==> config.mk <==
export PLATFORM = sky130hd
export DESIGN_NAME = sdhost_irq_status
export DESIGN_NICKNAME = d
export VERILOG_FILES = /design/src/rtl/sdirq_pkg.sv /design/src/rtl/sdirq_cd_sync.sv /design/src/rtl/sdirq_rise_bank.sv /design/src/rtl/sdirq_stat_reg.sv /design/src/rtl/sdhost_irq_status.sv
export SDC_FILE = /design/constraint.sdc
export NUM_CORES = 1
export LEC_CHECK = 0
export ABC_AREA = 1
export BUFFER_PORTS_ARGS = -buffer_cell sky130_fd_sc_hd__buf_4
export CAP_MARGIN = 20
export CORE_MARGIN = 1.5
export CORE_UTILIZATION = 55
export CTS_BUF_LIST = sky130_fd_sc_hd__clkbuf_8 sky130_fd_sc_hd__clkbuf_16
export CTS_CLUSTER_SIZE = 8
export DETAILED_ROUTE_END_ITERATION = 10
export GPL_ROUTABILITY_DRIVEN = 0
export GPL_TIMING_DRIVEN = 0
export PLACE_DENSITY = 0.8
export SLEW_MARGIN = 40
export SYNTH_ARGS = -nofsm -noshare
export SYNTH_HDL_FRONTEND = slang
export SYNTH_SLANG_ARGS = --single-unit
export TNS_END_PERCENT = 1
==> constraint.sdc <==
create_clock -name clk -period 2.7 [get_ports clk]
set_input_delay 0.405 -clock clk [delete_from_list [all_inputs] [get_ports clk]]
set_output_delay 0.405 -clock clk [all_outputs]
set_load 0.03 [all_outputs]
==> src/rtl/sdirq_pkg.sv <==
package sdirq_pkg;

   typedef enum logic [1:0] {
      SEL_STAT_A = 2'd0,
      SEL_STAT_B = 2'd1,
      SEL_MASK_A = 2'd2,
      SEL_MASK_B = 2'd3
   } sdirq_sel_e;

   // status word A bit positions
   localparam int unsigned A_RESP    = 0;
   localparam int unsigned A_DATA    = 2;
   localparam int unsigned A_REMOVE  = 3;
   localparam int unsigned A_INSERT  = 4;
   localparam int unsigned A_CD_LVL  = 5;

   // status word B bit positions
   localparam int unsigned B_DAT0    = 7;
   localparam int unsigned B_RDY_RD  = 8;
   localparam int unsigned B_RDY_WR  = 9;
   localparam int unsigned B_BUSY    = 14;
   localparam int unsigned B_ILL_ACC = 15;

   localparam int unsigned ERR_N     = 8;
   localparam int unsigned MIN_W     = 16;

   // error input k -> status B bit position
   function automatic int unsigned err_pos(input int unsigned k);
      return (k < 7) ? k : B_ILL_ACC;
   endfunction

endpackage

==> src/rtl/sdirq_cd_sync.sv <==
module sdirq_cd_sync #(
   parameter int unsigned STAGES = 2
) (
   input  logic clk,
   input  logic rst_n,
   input  logic pin,
   output logic level,
   output logic rise,
   output logic fall
);

   if (STAGES < 2) begin : g_bad_stages
      $error("sdirq_cd_sync: STAGES must be at least 2");
   end

   logic [STAGES-1:0] chain_q;
   logic              prev_q;

   always_ff @(posedge clk or negedge rst_n) begin
      if (!rst_n) begin
         chain_q <= '0;
         prev_q  <= 1'b0;
      end else begin
         chain_q <= {chain_q[STAGES-2:0], pin};
         prev_q  <= chain_q[STAGES-1];
      end
   end

   assign level = chain_q[STAGES-1];
   assign rise  = level & ~prev_q;
   assign fall  = ~level & prev_q;

endmodule

==> src/rtl/sdirq_rise_bank.sv <==
module sdirq_rise_bank #(
   parameter int unsigned N = 2
) (
   input  logic         clk,
   input  logic         rst_n,
   input  logic [N-1:0] lvl,
   output logic [N-1:0] rise
);

   if (N < 1) begin : g_bad_n
      $error("sdirq_rise_bank: N must be at least 1");
   end

   logic [N-1:0] prev_q;

   always_ff @(posedge clk or negedge rst_n) begin
      if (!rst_n) prev_q <= '0;
      else        prev_q <= lvl;
   end

   for (genvar i = 0; i < N; i++) begin : g_edge
      assign rise[i] = lvl[i] & ~prev_q[i];
   end

endmodule

==> src/rtl/sdirq_stat_reg.sv <==
module sdirq_stat_reg #(
   parameter int unsigned       W          = 32,
   parameter logic [W-1:0]      LATCH_MASK = '0,
   parameter logic [W-1:0]      LIVE_MASK  = '0
) (
   input  logic         clk,
   input  logic         rst_n,
   input  logic         wr_en,
   input  logic [W-1:0] wdata,
   input  logic [W-1:0] set_vec,
   input  logic [W-1:0] live_vec,
   output logic [W-1:0] value,
   output logic [W-1:0] latched
);

   if ((LATCH_MASK & LIVE_MASK) != '0) begin : g_bad_overlap
      $error("sdirq_stat_reg: a bit cannot be both latched and live");
   end

   for (genvar i = 0; i < W; i++) begin : g_bit
      if (LATCH_MASK[i]) begin : g_latch
         logic bit_q;
         always_ff @(posedge clk or negedge rst_n) begin
            if (!rst_n)                   bit_q <= 1'b0;
            else if (set_vec[i])          bit_q <= 1'b1;
            else if (wr_en && !wdata[i])  bit_q <= 1'b0;
         end
         assign value[i]   = bit_q;
         assign latched[i] = bit_q;
      end else if (LIVE_MASK[i]) begin : g_live
         assign value[i]   = live_vec[i];
         assign latched[i] = 1'b0;
      end else begin : g_empty
         assign value[i]   = 1'b0;
         assign latched[i] = 1'b0;
      end
   end

   logic unused_inputs;
   assign unused_inputs = ^{set_vec & ~LATCH_MASK, live_vec & ~LIVE_MASK,
                            wdata & ~LATCH_MASK};

endmodule

==> src/rtl/sdhost_irq_status.sv <==
module sdhost_irq_status
   import sdirq_pkg::*;
#(
   parameter int unsigned        DATA_W         = 32,
   parameter int unsigned        CD_SYNC_STAGES = 2,
   parameter logic [DATA_W-1:0]  MASK_RST       = '1
) (
   input  logic                 clk,
   input  logic                 rst_n,
   input  logic [1:0]           reg_sel,
   input  logic                 wr_en,
   input  logic [DATA_W-1:0]    wdata,
   output logic [DATA_W-1:0]    rdata,
   input  logic                 evt_cmd_resp,
   input  logic                 evt_data_done,
   input  logic [ERR_N-1:0]     err_evt,
   input  logic                 rd_buf_ready,
   input  logic                 wr_buf_ready,
   input  logic                 cmd_busy,
   input  logic                 dat0_level,
   input  logic                 cd_pin,
   output logic                 irq
);

   if (DATA_W < MIN_W) begin : g_bad_width
      $error("sdhost_irq_status: DATA_W must be at least 16");
   end

   localparam logic [DATA_W-1:0] ONE = DATA_W'(1);

   localparam logic [DATA_W-1:0] LATCH_A = (ONE << A_RESP) | (ONE << A_DATA) |
                                           (ONE << A_REMOVE) | (ONE << A_INSERT);
   localparam logic [DATA_W-1:0] LIVE_A  = (ONE << A_CD_LVL);
   localparam logic [DATA_W-1:0] LATCH_B = DATA_W'(7'h7F) | (ONE << B_RDY_RD) |
                                           (ONE << B_RDY_WR) | (ONE << B_ILL_ACC);
   localparam logic [DATA_W-1:0] LIVE_B  = (ONE << B_DAT0) | (ONE << B_BUSY);

   // card detect synchroniser and edge events
   logic cd_level, cd_rise, cd_fall;

   sdirq_cd_sync #(.STAGES(CD_SYNC_STAGES)) cd_sync_i (
      .clk   (clk),
      .rst_n (rst_n),
      .pin   (cd_pin),
      .level (cd_level),
      .rise  (cd_rise),
      .fall  (cd_fall)
   );

   // buffer-ready rising edges: [0] read, [1] write
   logic [1:0] rdy_rise;

   sdirq_rise_bank #(.N(2)) rdy_edge_i (
      .clk   (clk),
      .rst_n (rst_n),
      .lvl   ({wr_buf_ready, rd_buf_ready}),
      .rise  (rdy_rise)
   );

   // set and live vectors
   logic [DATA_W-1:0] set_a, set_b, live_a, live_b;

   always_comb begin
      set_a            = '0;
      set_a[A_RESP]    = evt_cmd_resp;
      set_a[A_DATA]    = evt_data_done;
      set_a[A_REMOVE]  = cd_fall;
      set_a[A_INSERT]  = cd_rise;

      live_a           = '0;
      live_a[A_CD_LVL] = cd_level;

      set_b            = '0;
      for (int unsigned k = 0; k < ERR_N; k++) begin
         set_b[err_pos(k)] = err_evt[k];
      end
      set_b[B_RDY_RD]  = rdy_rise[0];
      set_b[B_RDY_WR]  = rdy_rise[1];

      live_b           = '0;
      live_b[B_DAT0]   = dat0_level;
      live_b[B_BUSY]   = cmd_busy;
   end

   // write decode
   logic wr_stat_a, wr_stat_b, wr_mask_a, wr_mask_b;

   assign wr_stat_a = wr_en && (reg_sel == SEL_STAT_A);
   assign wr_stat_b = wr_en && (reg_sel == SEL_STAT_B);
   assign wr_mask_a = wr_en && (reg_sel == SEL_MASK_A);
   assign wr_mask_b = wr_en && (reg_sel == SEL_MASK_B);

   // status words
   logic [DATA_W-1:0] stat_a_val, stat_b_val, lat_a, lat_b;

   sdirq_stat_reg #(.W(DATA_W), .LATCH_MASK(LATCH_A), .LIVE_MASK(LIVE_A)) stat_a_i (
      .clk      (clk),
      .rst_n    (rst_n),
      .wr_en    (wr_stat_a),
      .wdata    (wdata),
      .set_vec  (set_a),
      .live_vec (live_a),
      .value    (stat_a_val),
      .latched  (lat_a)
   );

   sdirq_stat_reg #(.W(DATA_W), .LATCH_MASK(LATCH_B), .LIVE_MASK(LIVE_B)) stat_b_i (
      .clk      (clk),
      .rst_n    (rst_n),
      .wr_en    (wr_stat_b),
      .wdata    (wdata),
      .set_vec  (set_b),
      .live_vec (live_b),
      .value    (stat_b_val),
      .latched  (lat_b)
   );

   // mask words
   logic [DATA_W-1:0] mask_a_q, mask_b_q;

   always_ff @(posedge clk or negedge rst_n) begin
      if (!rst_n) begin
         mask_a_q <= MASK_RST;
         mask_b_q <= MASK_RST;
      end else begin
         if (wr_mask_a) mask_a_q <= wdata;
         if (wr_mask_b) mask_b_q <= wdata;
      end
   end

   // interrupt combine
   assign irq = (|(lat_a & ~mask_a_q)) | (|(lat_b & ~mask_b_q));

   // read mux
   always_comb begin
      unique case (reg_sel)
         SEL_STAT_A: rdata = stat_a_val;
         SEL_STAT_B: rdata = stat_b_val;
         SEL_MASK_A: rdata = mask_a_q;
         default:    rdata = mask_b_q;
      endcase
   end

endmodule

### Word-level counts from Yosys, hierarchy flattened

Index checks and enable logic that the tools add are counted.

| word-level totals | value |
|---|---|
| logic and storage cells | 109 |
| register bits after elaboration | 83 |
| output and inout port bits | 33 |

| cells by class | value |
|---|---|
| muxes and demuxes | 29 |
| eq/ne operators | 3 |
| reduce and logical (&&, ||, !) cells | 45 |
| bitwise logic cells | 13 |

Operators by type and width:

| operator | number |
|---|---|
| $pmux 32 s3 | 1 |
| $not 32->32 | 2 |
| $reduce_or 32->1 | 2 |
| $and 16x32->32 | 1 |
| $and 5x32->32 | 1 |
| $mux 1 | 28 |
| $reduce_bool 2->1 | 14 |
| $logic_and 1x1->1 | 18 |
| $logic_not 1->1 | 10 |
| $and 1x1->1 | 4 |
| $eq 2x2->1 const B | 2 |
| $not 1->1 | 4 |
| $eq 2x1->1 const B | 1 |
| $logic_not 2->1 | 1 |
| $or 1x1->1 | 1 |

### Depth between registers and ports, before layout

| logic depth | value |
|---|---|
| depth after elaboration | 5 |
| gate-level depth with buffers | 6 |
| mapped depth without buffers | 5 |

### Hierarchy

A second synthesis with hierarchy kept.

| unflattened totals | value |
|---|---|
| cell total of the unflattened synthesis | 820 |
| area total of the unflattened synthesis | 5845.6 um2 |

By module, submodules not included:

| module | times used | cells each | area each (um2) |
|---|---|---|---|
| sdhost_irq_status | 1 | 592 | 4092.7 |
| sdirq_stat_reg (stat_b_i) | 1 | 126 | 933.4 |
| sdirq_stat_reg (stat_a_i) | 1 | 89 | 659.4 |
| sdirq_cd_sync | 1 | 7 | 90.1 |
| sdirq_rise_bank | 1 | 6 | 70.1 |

### Worst setup path before layout

No wires, ideal clock.

| timing path | value |
|---|---|
| kind | input to output |
| start point | input reg_sel[0] |
| end point | output rdata[0] |
| path slack | 1177 ps |
| data arrival time | 1118 ps |
| cell stages on the path | 5 |
| path through | nand2_2 inv_4 buf_2 nand2_1 nand4_1 |

| between the ends | value |
|---|---|
| word-level cells in the longest chain between the ends | 2 |
| elaborated cells between the ends (all ways) | 4 |

Ends and longest elaborated chain:

| item | line | source |
|---|---|---|
| start: declaration | sdhost_irq_status.sv:10 | `input logic [1:0] reg_sel,` |
| $eq 2x2->1 (tied with other cells) | sdhost_irq_status.sv:136 | `unique case (reg_sel)` |
| $pmux 32 s3 * | sdhost_irq_status.sv:136 |  |
| end: declaration | sdhost_irq_status.sv:13 | `output logic [DATA_W-1:0] rdata,` |

Mark *: on every way between the ends. The rest lies on a longest branch, timed or not.

### Worst setup path after layout

| timing path | value |
|---|---|
| start point | register mask_b_q[4] |
| end point | output irq |

| between the ends | value |
|---|---|
| word-level cells in the longest chain between the ends | 4 |

Ends and longest elaborated chain:

| item | line | source |
|---|---|---|
| start: declaration | sdhost_irq_status.sv:119 | `logic [DATA_W-1:0] mask_a_q, mask_b_q;` |
| start signal: assignment | sdhost_irq_status.sv:127 | `if (wr_mask_b) mask_b_q <= wdata;` |
| $not 32->32 | sdhost_irq_status.sv:132 | `assign irq = (\|(lat_a & ~mask_a_q)) \| (\|(lat_b & ~mask_b_q));` |
| $and 16x32->32 | sdhost_irq_status.sv:132 |  |
| $reduce_or 32->1 | sdhost_irq_status.sv:132 |  |
| $or 1x1->1 | sdhost_irq_status.sv:132 |  |
| end: declaration | sdhost_irq_status.sv:22 | `output logic irq` |

No other way between the ends.

==> results by group <==
Status
  – Status: completed

STA
  – Tcrit/Tclk final: 72.53%
  – Minimum clock period: 1958 ps
  – RSZ-0062 raised after global routing: false
  – Worst-margin pin slew: ~730 ps
  – Fin Setup TNS: 0 ps
  – Finish-stage setup viols: 0
  – Pins Over Slew Limit: 0
  – Max_slew headroom: roughly 51%
  – Max Fclk: 510.7 MHz
  – Final Hold Fails: 0
  – Clock Skew: approximately 3.5 ps
  – Worst hold slack: roughly 56 ps

Critical path
  – Required @ worst endpoint: roughly 2300 ps
  – CP Capture Type: primary output
  – Setup Crit Path Kind: reg -> out
  – Largest fanout on the critical path: 3
  – CP bufs+invs: 2
  – R2r startpoint: mask_a_q[2]
  – Delay-heaviest family, CP: flip-flops
  – Worst-path cell with the longest stage delay: dfstp_2
  – Max incr delay on CP: roughly 550 ps
  – Worst Path Arrival: approximately 1600 ps
  – Worst-path cell chain: inv_1 -> nand2_1 -> nand3_1 -> nor2_1 -> nand3_1 -> buf_4
  – CP Launch Point: mask_b_q[4]
  – CP most frequent cell: nand3_1
  – Worst Setup Start Kind: flip-flop

Drt
  – Post-detailed-route wirelength per cell: 15.18 um
  – Post-Route WL: 9307 um
  – Routed Antenna Nets: 0
  – Remaining DRCs: 0
  – Via count: 3171
  – Detailed Routing Iterations Pass 1: 4
  – Iteration-0 DRC Markers: between 150 and 200
  – Vias per cell: 5.173

Logic synthesis
  – Syn nets: around 470
  – Sequential share of the synthesized area: 55.87%
  – Largest cells by area after synthesis: dfstp_2, nand2_1, dfrtp_1
  – Cells after Synth: around 420
  – Synthesized area: about 3900 um2
  – Ys Warns: 0
  – Synth Register Bits: a little over 80
  – Post-synth top area cell: dfstp_2
  – Synthesized area per cell: ~9.3 um2
  – Yosys top cell area share: 43.55%
  – Post-synthesis cell type count: 21

Clock network
  – # Post-CTS Setup Buffers: 0
  – Clock-pin transition on the worst setup and hold timing paths: 90 ps
  – TritonCTS clock tree: done
  – Post_cts resized: 0
  – Htree depth: 3
  – CTS buffer count: 9
  – Cts hold-fix bufs: 0
  – Longest Clk Path Bufs: 2
  – Worst-Skew Late Latency: 360 ps
  – Clock sink total: just over 80
  – Root Driver: clkbuf_8

Placement
  – DP HPWL: 6364 um
  – PortBufs: 84
  – Placed insts: 597

Die
  – Rows: 30
  – Core box area: around 6800 um2
  – Starting Density: roughly 57%
  – Chip Height: between 80 and 90 um
  – DIE AREA: about 7500 um2
  – Die Wd: a little under 90 um
  – Top Ports: 85

Layout
  – Nets@finish: 564
  – Finished Layout Cells: 613
  – Commonest non-fill, non-tap cell in the layout: nand2_1
  – Commonest non-fill, non-tap cells in the layout: nand2_1, buf_4, dfstp_2
  – Area Growth Syn to Fin: 24.59%
  – Reg area: 2157 um2
  – Fraction of layout cells with a size suffix above 1: a little over two fifths
  – Multi-input logic area: ~1300 um2
  – Diode count: 0
  – # fillers: 520

GRT
  – Gr ovfl total: 0
  – First-pass GRT wire length: around 15000 um
  – GRT Total Usage: a little over a quarter
  – Vias in the first global route: about 3200
  – Initial antenna violation count: 0
  – Largest net degree at the start of global routing: 84

Pwr
  – Worst IR drop on VDD: around 460 uV
  – P_sw: approximately 0.00095 W
  – Net Sw Frac: between 20% and 30%
  – Clock share of power: about 28%
  – Internal Power: between 0.002 and 0.0025 W
  – Leakage: roughly 2.4 nW
  – Pwr Density: between 600 and 700 nW/um2
  – Sequential fraction of design power: around half
  – Gate power share: between 20% and 30%

Flow run
  – Max_cap viols: 0

Hold path
  – Worst min path class: in -> async
cell usage after synthesis, drive strengths merged:
library cell / n
inv: 60
a22o: 20
dfstp: 64
nor2: 9
buf: 18
dfrtp: 19
nand2: 130
o211ai: 5
o21bai: 2
o21ai: 79
nand4: 5
nand3: 6
flip-flops by register name (all words and copies together), names as in the netlist:
signal and flops:
stat_a_i.g_bit.g_latch.bit_q 4, stat_b_i.g_bit.g_latch.bit_q 10, mask_b_q 32, cd_sync_i.chain_q 2
rdy_edge_i.prev_q 2, mask_a_q 32, cd_sync_i.prev_q 1
per-layer routing:
layer	routed length [um]	GRT usage, %	up-vias
li1	-	-	1522
met1	4132	34.82	1537
met2	4566	42.35	100
met3	462	5.143	12
met4	146	9.238	0
met5	0	0	-
path summary, 6_finish.rpt:
path	to	slack [ps]	cells past startpoint
worst max-delay path	irq	740	6
worst min-delay path	stat_b_i.g_bit[8].g_latch.bit_q	60	1
worst max register to register	mask_a_q[2]	1930	2
worst min register to register	cd_sync_i.chain_q[1]	370	0
max in group asynchronous	stat_a_i.g_bit[0].g_latch.bit_q	2120	1
min in group clk	cd_sync_i.chain_q[0]	150	1
layout make-up:
type                            count  share of cell area, %
Clock buffer                       10                  2.861
Tap cell                           96                  2.497
Inverter                           60                  4.733
Multi-Input combinational cell    256                  28.04
Buffer                             18                  2.653
Clock inverter                      6                  1.196
Timing Repair Buffer               84                  13.19
Sequential cell                    83                  44.84
per-stage QoR:
stage                     cell area [um2]  utilization [%]  setup WS [ps]  power (W)
after CTS                            4811            70.81          767.9   0.003193
after detailed placement             4616            67.94          790.3   0.002318
after floorplan                      3861                -           1177   0.002050
final                                4811            70.81          741.7   0.003191
after global routing                 4811            70.81          701.0   0.003334
after global placement               4612            67.88          799.0   0.002287
cells by family after synthesis:
kind of cell / after synthesis / share of synthesized area [%]
AO/OA/AOI/OAI: 106 / 19.25
AND/OR/NAND/NOR: 150 / 15.68
buffers and inverters: 78 / 9.203
flip-flops: 83 / 55.87
worst register-to-register path: stages (launching register included):
cell and delay (ps):
dfstp_2 550, nand2_1 60, o21ai_1 90
power groups by stage:
stage / clock network (W) / registers, W / logic (W)
final: 0.000889 / 0.00162 / 0.000681
after global routing: 0.000949 / 0.00164 / 0.000743
after CTS: 0.000890 / 0.00162 / 0.000686
after detailed placement: 0 / 0.00164 / 0.000682
after global placement: 0 / 0.00163 / 0.000661
after floorplan: 0 / 0.00161 / 0.000441
Power figures use the tool's default switching activity.
